**config.mk**
```make
export PLATFORM = sky130hd
export DESIGN_NAME = exc_vector_unit
export DESIGN_NICKNAME = d
export VERILOG_FILES = /design/src/rtl/exc_pkg.sv /design/src/rtl/exc_ctrl.sv /design/src/rtl/exc_dp.sv /design/src/rtl/exc_vector_unit.sv
export SDC_FILE = /design/constraint.sdc
export NUM_CORES = 1
export LEC_CHECK = 0
export BUFFER_PORTS_ARGS = -buffer_cell sky130_fd_sc_hd__buf_2
export CORE_ASPECT_RATIO = 1.75
export CORE_MARGIN = 8
export CORE_UTILIZATION = 40
export CTS_BUF_LIST = sky130_fd_sc_hd__clkbuf_2
export DETAILED_ROUTE_END_ITERATION = 6
export HOLD_SLACK_MARGIN = 0.15
export MAX_ROUTING_LAYER = met4
export PLACE_DENSITY = 0.66
export SLEW_MARGIN = 20
export SYNTH_ARGS = -nofsm -noshare
export SYNTH_HDL_FRONTEND = slang
export SYNTH_SLANG_ARGS = --single-unit
```
**constraint.sdc**
```tcl
create_clock -name clk -period 15.28 [get_ports clk]
set_input_delay 0.764 -clock clk [delete_from_list [all_inputs] [get_ports clk]]
set_output_delay 0.764 -clock clk [all_outputs]
set_load 0.03 [all_outputs]
```
**src/rtl/exc_pkg.sv**
```systemverilog
package exc_pkg;
  localparam int MODE_W = 5;
  localparam int STAT_I = 7;
  localparam int STAT_F = 6;
  localparam int NBANK  = 5;
  localparam int BANK_W = $clog2(NBANK + 1);

  localparam logic [MODE_W-1:0] M_USR = 5'h10;
  localparam logic [MODE_W-1:0] M_FIQ = 5'h11;
  localparam logic [MODE_W-1:0] M_IRQ = 5'h12;
  localparam logic [MODE_W-1:0] M_SVC = 5'h13;
  localparam logic [MODE_W-1:0] M_ABT = 5'h17;
  localparam logic [MODE_W-1:0] M_UND = 5'h1B;
  localparam logic [MODE_W-1:0] M_SYS = 5'h1F;

  typedef enum logic [2:0] {
    EX_RESET, EX_UNDEF, EX_SVC, EX_PABT, EX_DABT, EX_IRQ, EX_FIQ
  } excKind_e;

  typedef struct packed {
    logic     take;
    logic     ret;
    excKind_e kind;
  } ctrlStrb_t;

  function automatic logic [MODE_W-1:0] targetMode(excKind_e k);
    case (k)
      EX_UNDEF:        return M_UND;
      EX_PABT, EX_DABT: return M_ABT;
      EX_IRQ:          return M_IRQ;
      EX_FIQ:          return M_FIQ;
      default:         return M_SVC;
    endcase
  endfunction

  function automatic logic [7:0] vectorOf(excKind_e k);
    case (k)
      EX_UNDEF: return 8'h04;
      EX_SVC:   return 8'h08;
      EX_PABT:  return 8'h0C;
      EX_DABT:  return 8'h10;
      EX_IRQ:   return 8'h18;
      EX_FIQ:   return 8'h1C;
      default:  return 8'h00;
    endcase
  endfunction

  function automatic logic [3:0] linkOffset(excKind_e k);
    case (k)
      EX_RESET: return 4'd0;
      EX_DABT:  return 4'd8;
      default:  return 4'd4;
    endcase
  endfunction

  function automatic logic [BANK_W-1:0] bankOf(logic [MODE_W-1:0] m);
    case (m)
      M_FIQ:   return BANK_W'(0);
      M_IRQ:   return BANK_W'(1);
      M_SVC:   return BANK_W'(2);
      M_ABT:   return BANK_W'(3);
      M_UND:   return BANK_W'(4);
      default: return BANK_W'(NBANK);
    endcase
  endfunction
endpackage

```
**src/rtl/exc_ctrl.sv**
```systemverilog
module exc_ctrl
  import exc_pkg::*;
#(
  parameter int XLEN = 32
) (
  input  logic            clk,
  input  logic            rstN,
  input  logic            irqReq,
  input  logic            fiqReq,
  input  logic            resetTrap,
  input  logic            undefTrap,
  input  logic            svcTrap,
  input  logic            pabtTrap,
  input  logic            dabtTrap,
  input  logic            retReq,
  input  logic [XLEN-1:0] statusIn,
  output ctrlStrb_t       strb
);
  logic irqOk, fiqOk, curBanked;

  assign irqOk     = irqReq && !statusIn[STAT_I];
  assign fiqOk     = fiqReq && !statusIn[STAT_F];
  assign curBanked = (bankOf(statusIn[MODE_W-1:0]) != BANK_W'(NBANK));

  always_comb begin
    strb = '{take: 1'b1, ret: 1'b0, kind: EX_RESET};
    if (resetTrap)      strb.kind = EX_RESET;
    else if (dabtTrap)  strb.kind = EX_DABT;
    else if (fiqOk)     strb.kind = EX_FIQ;
    else if (irqOk)     strb.kind = EX_IRQ;
    else if (pabtTrap)  strb.kind = EX_PABT;
    else if (undefTrap) strb.kind = EX_UNDEF;
    else if (svcTrap)   strb.kind = EX_SVC;
    else begin
      strb.take = 1'b0;
      strb.ret  = retReq && curBanked;
    end
  end

  // an unmasked fast interrupt beats everything except reset and data abort
  assert_fiq_rank_R6: assert property (@(posedge clk) disable iff (!rstN)
    (fiqReq && !statusIn[STAT_F] && !resetTrap && !dabtTrap)
      |-> (strb.take && strb.kind == EX_FIQ));

  // a masked normal interrupt alone causes no entry
  assert_irq_masked_R5: assert property (@(posedge clk) disable iff (!rstN)
    (irqReq && statusIn[STAT_I] && !fiqReq && !resetTrap && !dabtTrap &&
     !pabtTrap && !undefTrap && !svcTrap) |-> !strb.take);

  // return and entry are never issued together
  assert_ret_excl_R7: assert property (@(posedge clk) disable iff (!rstN)
    !(strb.take && strb.ret));
endmodule

```
**src/rtl/exc_dp.sv**
```systemverilog
module exc_dp
  import exc_pkg::*;
#(
  parameter int XLEN = 32
) (
  input  logic            clk,
  input  logic            rstN,
  input  ctrlStrb_t       strb,
  input  logic [XLEN-1:0] pcIn,
  input  logic [XLEN-1:0] statusIn,
  input  logic            spWe,
  input  logic [XLEN-1:0] spWdata,
  output logic            pcLoad,
  output logic [XLEN-1:0] pcOut,
  output logic            statusLoad,
  output logic [XLEN-1:0] statusOut,
  output logic [XLEN-1:0] spRdata
);
  logic [XLEN-1:0] linkBank  [NBANK];
  logic [XLEN-1:0] savedBank [NBANK];
  logic [XLEN-1:0] spBank    [NBANK+1];

  logic [MODE_W-1:0] entryMode;
  logic [BANK_W-1:0] entryIdx, curIdx;
  logic [XLEN-1:0]   savePc;
  logic [NBANK-1:0]  bankHit;

  assign entryMode = targetMode(strb.kind);
  assign entryIdx  = bankOf(entryMode);
  assign curIdx    = bankOf(statusIn[MODE_W-1:0]);
  assign savePc    = pcIn + XLEN'(linkOffset(strb.kind));
  assign spRdata   = spBank[curIdx];

  for (genvar b = 0; b < NBANK; b++) begin : g_hit
    assign bankHit[b] = strb.take && (entryIdx == BANK_W'(b));
  end

  always_ff @(posedge clk) begin
    if (!rstN) begin
      for (int i = 0; i < NBANK; i++) begin
        linkBank[i]  <= '0;
        savedBank[i] <= '0;
      end
      for (int i = 0; i <= NBANK; i++) spBank[i] <= '0;
    end else begin
      for (int i = 0; i < NBANK; i++) begin
        if (bankHit[i]) begin
          linkBank[i]  <= savePc;
          savedBank[i] <= statusIn;
        end
      end
      if (spWe) spBank[curIdx] <= spWdata;
    end
  end

  always_comb begin
    pcLoad     = 1'b0;
    statusLoad = 1'b0;
    pcOut      = pcIn;
    statusOut  = statusIn;
    if (strb.take) begin
      pcLoad                   = 1'b1;
      statusLoad               = 1'b1;
      pcOut                    = XLEN'(vectorOf(strb.kind));
      statusOut[MODE_W-1:0]    = entryMode;
      statusOut[STAT_I]        = 1'b1;
      if (strb.kind == EX_FIQ || strb.kind == EX_RESET)
        statusOut[STAT_F] = 1'b1;
    end else if (strb.ret) begin
      pcLoad     = 1'b1;
      statusLoad = 1'b1;
      pcOut      = linkBank[curIdx];
      statusOut  = savedBank[curIdx];
    end
  end

  // PC and status are always loaded together
  assert_atomic_load_R7: assert property (@(posedge clk) disable iff (!rstN)
    pcLoad == statusLoad);

  // every entry vector is word aligned and inside the table
  assert_vector_range_R3: assert property (@(posedge clk) disable iff (!rstN)
    strb.take |-> (pcOut[1:0] == 2'b00 && pcOut < XLEN'(32)));

  // entry always masks the normal interrupt
  assert_entry_mask_R4: assert property (@(posedge clk) disable iff (!rstN)
    strb.take |-> statusOut[STAT_I]);

  // saved status of the target bank holds the pre-entry status word
  assert_saved_status_R2: assert property (@(posedge clk) disable iff (!rstN)
    strb.take |=> savedBank[$past(entryIdx)] == $past(statusIn));

  // a return outside the exception modes produces no load
  assert_no_ret_unbanked_R8: assert property (@(posedge clk) disable iff (!rstN)
    (curIdx == BANK_W'(NBANK) && !strb.take) |-> !pcLoad);
endmodule

```
**src/rtl/exc_vector_unit.sv**
```systemverilog
module exc_vector_unit
  import exc_pkg::*;
#(
  parameter int XLEN = 32
) (
  input  logic            clk,
  input  logic            rstN,
  input  logic            irqReq,
  input  logic            fiqReq,
  input  logic            resetTrap,
  input  logic            undefTrap,
  input  logic            svcTrap,
  input  logic            pabtTrap,
  input  logic            dabtTrap,
  input  logic            retReq,
  input  logic [XLEN-1:0] pcIn,
  input  logic [XLEN-1:0] statusIn,
  input  logic            spWe,
  input  logic [XLEN-1:0] spWdata,
  output logic            pcLoad,
  output logic [XLEN-1:0] pcOut,
  output logic            statusLoad,
  output logic [XLEN-1:0] statusOut,
  output logic [XLEN-1:0] spRdata
);
  ctrlStrb_t strb;

  exc_ctrl #(.XLEN(XLEN)) u_ctrl (
    .clk(clk), .rstN(rstN), .irqReq(irqReq), .fiqReq(fiqReq),
    .resetTrap(resetTrap), .undefTrap(undefTrap), .svcTrap(svcTrap),
    .pabtTrap(pabtTrap), .dabtTrap(dabtTrap), .retReq(retReq),
    .statusIn(statusIn), .strb(strb)
  );

  exc_dp #(.XLEN(XLEN)) u_dp (
    .clk(clk), .rstN(rstN), .strb(strb), .pcIn(pcIn), .statusIn(statusIn),
    .spWe(spWe), .spWdata(spWdata), .pcLoad(pcLoad), .pcOut(pcOut),
    .statusLoad(statusLoad), .statusOut(statusOut), .spRdata(spRdata)
  );
endmodule

```
==> results of run 1 <==
## cells by family after synthesis
kind of cell               count (synthesis)
AOI/OAI and AO/OA                        433
muxes                                     85
buffers and inverters                    174
adders and majority gates                  3
xor gates and xnor gates                  29
and+or+nand+nor                          467
DFF                                      512
## flip-flops by register name (all words and copies together), names as in the netlist
signal / count
u_dp.spBank: 192
u_dp.savedBank: 160
u_dp.linkBank: 160
## per-layer routing
metal	vias up	global-route usage	share of wire
li1	7223	-	-
met1	7917	0.219	0.39
met2	660	0.357	0.52
met3	148	0.0430	0.067
met4	0	0.0917	0.031
met5	-	-	0
## metrics by stage
step	setup slack (ns)	cells	instance area (um^2)	hold slack, ns
finish	10.32	2823	26400	0.377
detailed placement	10.49	2510	24200	1.17
floorplan	8.89	1703	22600	1.02
global route	10.13	2821	26400	0.298
global placement	10.54	2510	24200	1.15
CTS	10.33	2813	26400	0.228
## critical path: cells and delay by family
family          cells  cell delay [ns]
buf+inv             4             2.02
compound gates      2             0.78
simple gates        2             0.59
## worst max path at each step
stage / start / to / cells past startpoint
5_1_grt: statusIn[0] / spRdata[31] / 8
4_1_cts: statusIn[0] / spRdata[31] / 8
2_1_floorplan: dabtTrap / u_dp.linkBank[1][0] / 3
3_5_place_dp: statusIn[2] / u_dp.spBank[1][15] / 8
3_3_place_gp: statusIn[2] / u_dp.spBank[1][24] / 8
6_report: statusIn[0] / spRdata[31] / 8
## timing repair
action                                  in CTS  in global routing
setup buffers                                0                  0
endpoints found under the setup margin       0                  0
hold endpoints to repair                   494                  0
hold buffers                                97                  0
## synthesized netlist by cell type, types with 21 or more instances
cell,n
mux2i_1,68
a31oi_1,21
o21ai_0,118
o221ai_1,30
xor2_1,24
nand2_1,151
and3_1,45
inv_1,36
edfxtp_1,512
clkbuf_1,74
nand3_1,21
o2bb2ai_1,54
a221oi_1,22
a211oi_1,30
o211a_1,29
buf_2,46
nor2_1,173
a21oi_1,63
## placed cells by master (no fill, tap or decap), types with 10 or more instances in the layout
cell type and count:
o21ai_0 113, o221ai_1 30, clkbuf_2 158, clkinv_1 26
clkinv_2 13, and3_1 45, o211a_1 29, diode_2 10
o2bb2ai_1 54, nand4_1 12, mux2_2 17, edfxtp_1 512
nand3_1 20, a211oi_1 30, a221o_1 18, buf_2 204
a221oi_1 22, a21oi_1 62, mux2i_1 68, inv_1 36
dlygate4sd3_1 97, nand2_1 150, buf_4 37, o22a_1 18
xor2_1 24, nor2_2 21, a31oi_1 21, nor2_1 172
## report_power, final
group,switching [mW],internal [mW]
Clock,0.539,0.389
Sequential,0.0315,1.67
Combinational,0.206,0.0931
## cell type report
class	instances	area [um^2]
fill	5002	29600
sequential	512	15400
multi-input combinational	1017	6540
timing repair buffer	338	2270
tap	702	878
clock buffer	158	791
clock inverter	48	380
inverter	38	143
antenna	10	25.0
==> results.sh, run 1 <==
export IMPL_status="completed"
export IMPL_core_um2=56000
export IMPL_antenna_left=0
export IMPL_whs_endpoint="u_dp.linkBank[2][3]"
export IMPL_clk_pin_slew_ns=0.10
export IMPL_cpMostUsedCell="buf_2"
export IMPL_relSlewSlack=0.280
export IMPL_drive_gt1_frac=0.235
export IMPL_end_kind="output port"
export IMPL_synth_seq_area_share=0.681
export IMPL_cts_root_buffer="clkbuf_2"
export IMPL_power_leakage_nw=10.0
export IMPL_synth_edff_count=512
export IMPL_worstSetupStartpointType="primary input"
export IMPL_drt_first_pass_iters=6
export IMPL_maxCapViolCount=0
export IMPL_synth_area_leaders="edfxtp_1 (68%), mux2i_1 (3.0%), nor2_1 (2.9%)"
export IMPL_synth_nets=1813
export IMPL_syn_avg_cell_area_um2=13.3
export IMPL_yosysTopAreaCell="edfxtp_1"
export IMPL_crit_type="in2out"
export IMPL_cpMaxStageDelayCell="buf_4"
export IMPL_floorplan_rows=115
export IMPL_fin_util=0.472
export IMPL_hold_path_startpoint="pcIn[3]"
export IMPL_crit_required_ns=14.52
export IMPL_ys_seq_elements=512
export IMPL_boundaryPins=205
export IMPL_tightest_slew_ns=1.08
export IMPL_wl_per_cell_um=23.0
export IMPL_synth_mux_area_frac=0.0386
export IMPL_cts_resized_gates=0
export IMPL_syn2layout_area_growth_pct=17.0
export IMPL_peakVddDrop_v=0.0000707
export IMPL_antenna_found_initial=8
export IMPL_postSynthCellCount=1703
export IMPL_power_density_nw_per_um2=111
export IMPL_gr_total_overflow=0
export IMPL_clock_sinks=512
export IMPL_post_drt_via_cell_ratio=5.65
export IMPL_rsz0062_at_grt="false"
export IMPL_arrival_ns=4.19
export IMPL_first_iter_violations=1080
export IMPL_vias=15900
export IMPL_synth_top_area_share=0.681
export IMPL_yosys_warnings=0
export IMPL_initial_core_util=0.403
export IMPL_netlist_area_um2=22600
export IMPL_fin_crit_sh=0.324
export IMPL_first_global_vias=17000
export IMPL_synthXorXnorAreaFrac=0.0113
export IMPL_cp_cell_sequence="dlygate4sd3_1 > buf_2 > nand2_1 > nor3_2 > buf_4 > a221oi_1 > o21ai_0 > buf_2"
export IMPL_cts_buffers=112
export IMPL_grt_use_total=0.203
export IMPL_synthAdderAreaFrac=0.00200
export IMPL_fin_crit_ns=4.96
export IMPL_hpwl_mm=37.9
export IMPL_die_area_um2=64600
export IMPL_hold_path_class="in2reg"
export IMPL_globalplace_congestion=0.870
export IMPL_ys_types=67
export IMPL_die_x_um=196
export IMPL_io_buffers=204
export IMPL_synth_compound_gate_area_share=0.135
export IMPL_nets=2129
export IMPL_hold_violations=0
export IMPL_cts_htree_levels=3
export IMPL_path_max_fanout=62
export IMPL_synth_simple_area_share=0.0973
export IMPL_clockBufferDepth=3
export IMPL_worstHoldPathCells=3
export IMPL_fp_dieH_um=330
export IMPL_routed_wl_mm=64.9
export IMPL_synth_ff_type="edfxtp_1"
export IMPL_async_flop_share=0
export IMPL_max_clock_freq_mhz=202
export IMPL_grt_max_degree=68
export IMPL_power_total_mw=2.93
export IMPL_setup_viol=0
export IMPL_drcViolationCount=0
export IMPL_slew_viol_final=0
export IMPL_finalSetupTns_ns=0
export IMPL_grt_pass1_wl_mm=97.9
export IMPL_cts_tree="built"
export IMPL_synth_top_family_by_area="compound AO/OA/AOI/OAI gates"
export IMPL_critical_path_max_stage_delay_ns=0.86
Note: power is estimated with default switching activity, not from simulation.
==> run 2: changes to the inputs <==
clock period = 4.9 ns   (was 15.28 ns; I/O delays follow)
==> run 2 against run 1 <==
Hold slack worse by 0.11 ns. Die area unchanged. Total power rose to 3.1 times the previous value. Routed wire length up 6.6%. Sequential cell count unchanged. Sequential power rose to 3.1 times the previous value. Utilization up 2.4 points. Critical path type is now in2reg. Largest cell class unchanged.
==> results.sh, run 2 (synthesized netlist as in run 1, its figures left out) <==
export IMPL_hold_buffers=225
export IMPL_fin_crit_sh=0.860
export IMPL_clk_pin_slew_ns=0.11
export IMPL_hpwl_mm=38.7
export IMPL_antenna_left=0
export IMPL_power_total_mw=9.15
export IMPL_cts_tree="built"
export IMPL_fp_dieH_um=330
export IMPL_rsz0062_at_grt="false"
export IMPL_post_drt_via_cell_ratio=5.68
export IMPL_cts_buffers=113
export IMPL_dp_slack_ns=1.50
export IMPL_drt_first_pass_iters=6
export IMPL_routed_wl_mm=69.1
export IMPL_status="completed"
export IMPL_path_max_fanout=7
export IMPL_worstHoldPathCells=3
export IMPL_power_density_nw_per_um2=330
export IMPL_reg_top3="u_dp.spBank: 192 flops, u_dp.linkBank: 160 flops, u_dp.savedBank: 160 flops"
export IMPL_relSlewSlack=0.253
export IMPL_clock_sinks=512
export IMPL_fin_crit_ns=4.21
export IMPL_top_register="u_dp.spBank"
export IMPL_largest_reg_flops=192
export IMPL_cts_resized_gates=0
export IMPL_io_buffers=204
export IMPL_crit_type="in2reg"
export IMPL_peakVddDrop_v=0.000212
export IMPL_cts_htree_levels=3
export IMPL_cp_cell_sequence="dlygate4sd3_1 > dlygate4sd3_1 > buf_2 > or2_2 > a31oi_1 > ha_1 > fa_1 > nand2_1 > nor4_2 > nand2_1 > xor2_1 > dlygate4sd3_1 > nor2_1 > dlygate4sd3_1"
export IMPL_grt_max_degree=68
export IMPL_clockBufferDepth=3
export IMPL_floorplan_rows=115
export IMPL_drcViolationCount=0
export IMPL_wl_per_cell_um=23.3
export IMPL_critical_path_max_stage_delay_ns=0.70
export IMPL_die_area_um2=64600
export IMPL_syn2layout_area_growth_pct=22.9
export IMPL_globalplace_congestion=0.811
export IMPL_tightest_slew_ns=1.12
export IMPL_slew_viol_final=0
export IMPL_core_um2=56000
export IMPL_maxCapViolCount=0
export IMPL_cpMostUsedCell="dlygate4sd3_1"
export IMPL_drive_gt1_frac=0.217
export IMPL_grt_pass1_wl_mm=103
export IMPL_antenna_found_initial=10
export IMPL_vias=16800
export IMPL_cts_root_buffer="clkbuf_2"
export IMPL_end_kind="flop"
export IMPL_initial_core_util=0.403
export IMPL_hold_violations=0
export IMPL_layout_commonest_cell="edfxtp_1"
export IMPL_gr_total_overflow=0
export IMPL_crit_required_ns=5.90
export IMPL_post_cts_buffers=0
export IMPL_grt_use_total=0.215
export IMPL_first_global_vias=18000
export IMPL_fin_ws_ns=0.687
export IMPL_hold_path_startpoint="statusIn[1]"
export IMPL_setup_viol=0
export IMPL_cpMaxStageDelayCell="nor4_2"
export IMPL_first_iter_violations=1133
export IMPL_hold_path_class="in2reg"
export IMPL_whs_endpoint="u_dp.savedBank[2][1]"
export IMPL_worstSetupStartpointType="primary input"
export IMPL_boundaryPins=205
export IMPL_arrival_ns=5.21
export IMPL_max_clock_freq_mhz=237
export IMPL_layout_common_cells="edfxtp_1 (512), dlygate4sd3_1 (225), buf_2 (204), nor2_1 (172), nand2_1 (150)"
export IMPL_power_leakage_nw=10.5
export IMPL_die_x_um=196
export IMPL_finalSetupTns_ns=0
export IMPL_nets=2264
-- run 2: metrics by stage --
stage	hold WS [ns]	instance area, um^2	util	std cells
after detailed placement	0.644	24300	0.434	2515
after global routing	0.185	27700	0.496	2961
final	0.266	27700	0.496	2962
after global placement	0.627	24300	0.434	2515
after CTS	0.151	27700	0.495	2950
after floorplan	0.501	22600	-	1703
-- run 2: metal layers --
layer / track usage / part of all wire / vias up
met4: 0.102 / 0.034 / 0
met2: 0.382 / 0.52 / 812
li1: - / - / 7492
met3: 0.0459 / 0.078 / 182
met1: 0.224 / 0.37 / 8332
met5: - / 0 / -
-- run 2: report_power, final --
group,internal [mW],leakage (nW),switching [mW]
Clock,1.06,0.795,1.72
Sequential,5.22,5.07,0.0993
Combinational,0.362,4.68,0.676
-- run 2: worst max-delay path by stage --
stage,slack [ns],depth (start not counted),startpoint,endpoint
finish,0.69,14,resetTrap,u_dp.linkBank[3][14]
global route,0.50,14,resetTrap,u_dp.linkBank[3][14]
CTS,0.82,14,resetTrap,u_dp.linkBank[3][14]
detailed placement,1.50,9,statusIn[2],spRdata[2]
global placement,1.50,9,statusIn[2],spRdata[10]
floorplan,0.76,3,dabtTrap,u_dp.linkBank[1][0]
-- run 2: critical path: cells and delay by family --
kind	cells	cell delay, ns
xor gates and xnor gates	1	0.17
adders and majority gates	2	0.60
AOI/OAI and AO/OA	1	0.17
and+or+nand+nor	5	1.55
buffers and inverters	5	2.45
-- run 2: layout make-up --
cell class                 instances  area [um^2]
clock inverter                    65          397
antenna                           11         27.5
tap                              702          878
clock buffer                     145          726
multi-input combinational       1017         6530
inverter                          38          143
sequential                       512        15400
timing repair buffer             472         3670
fill                            4851        28200
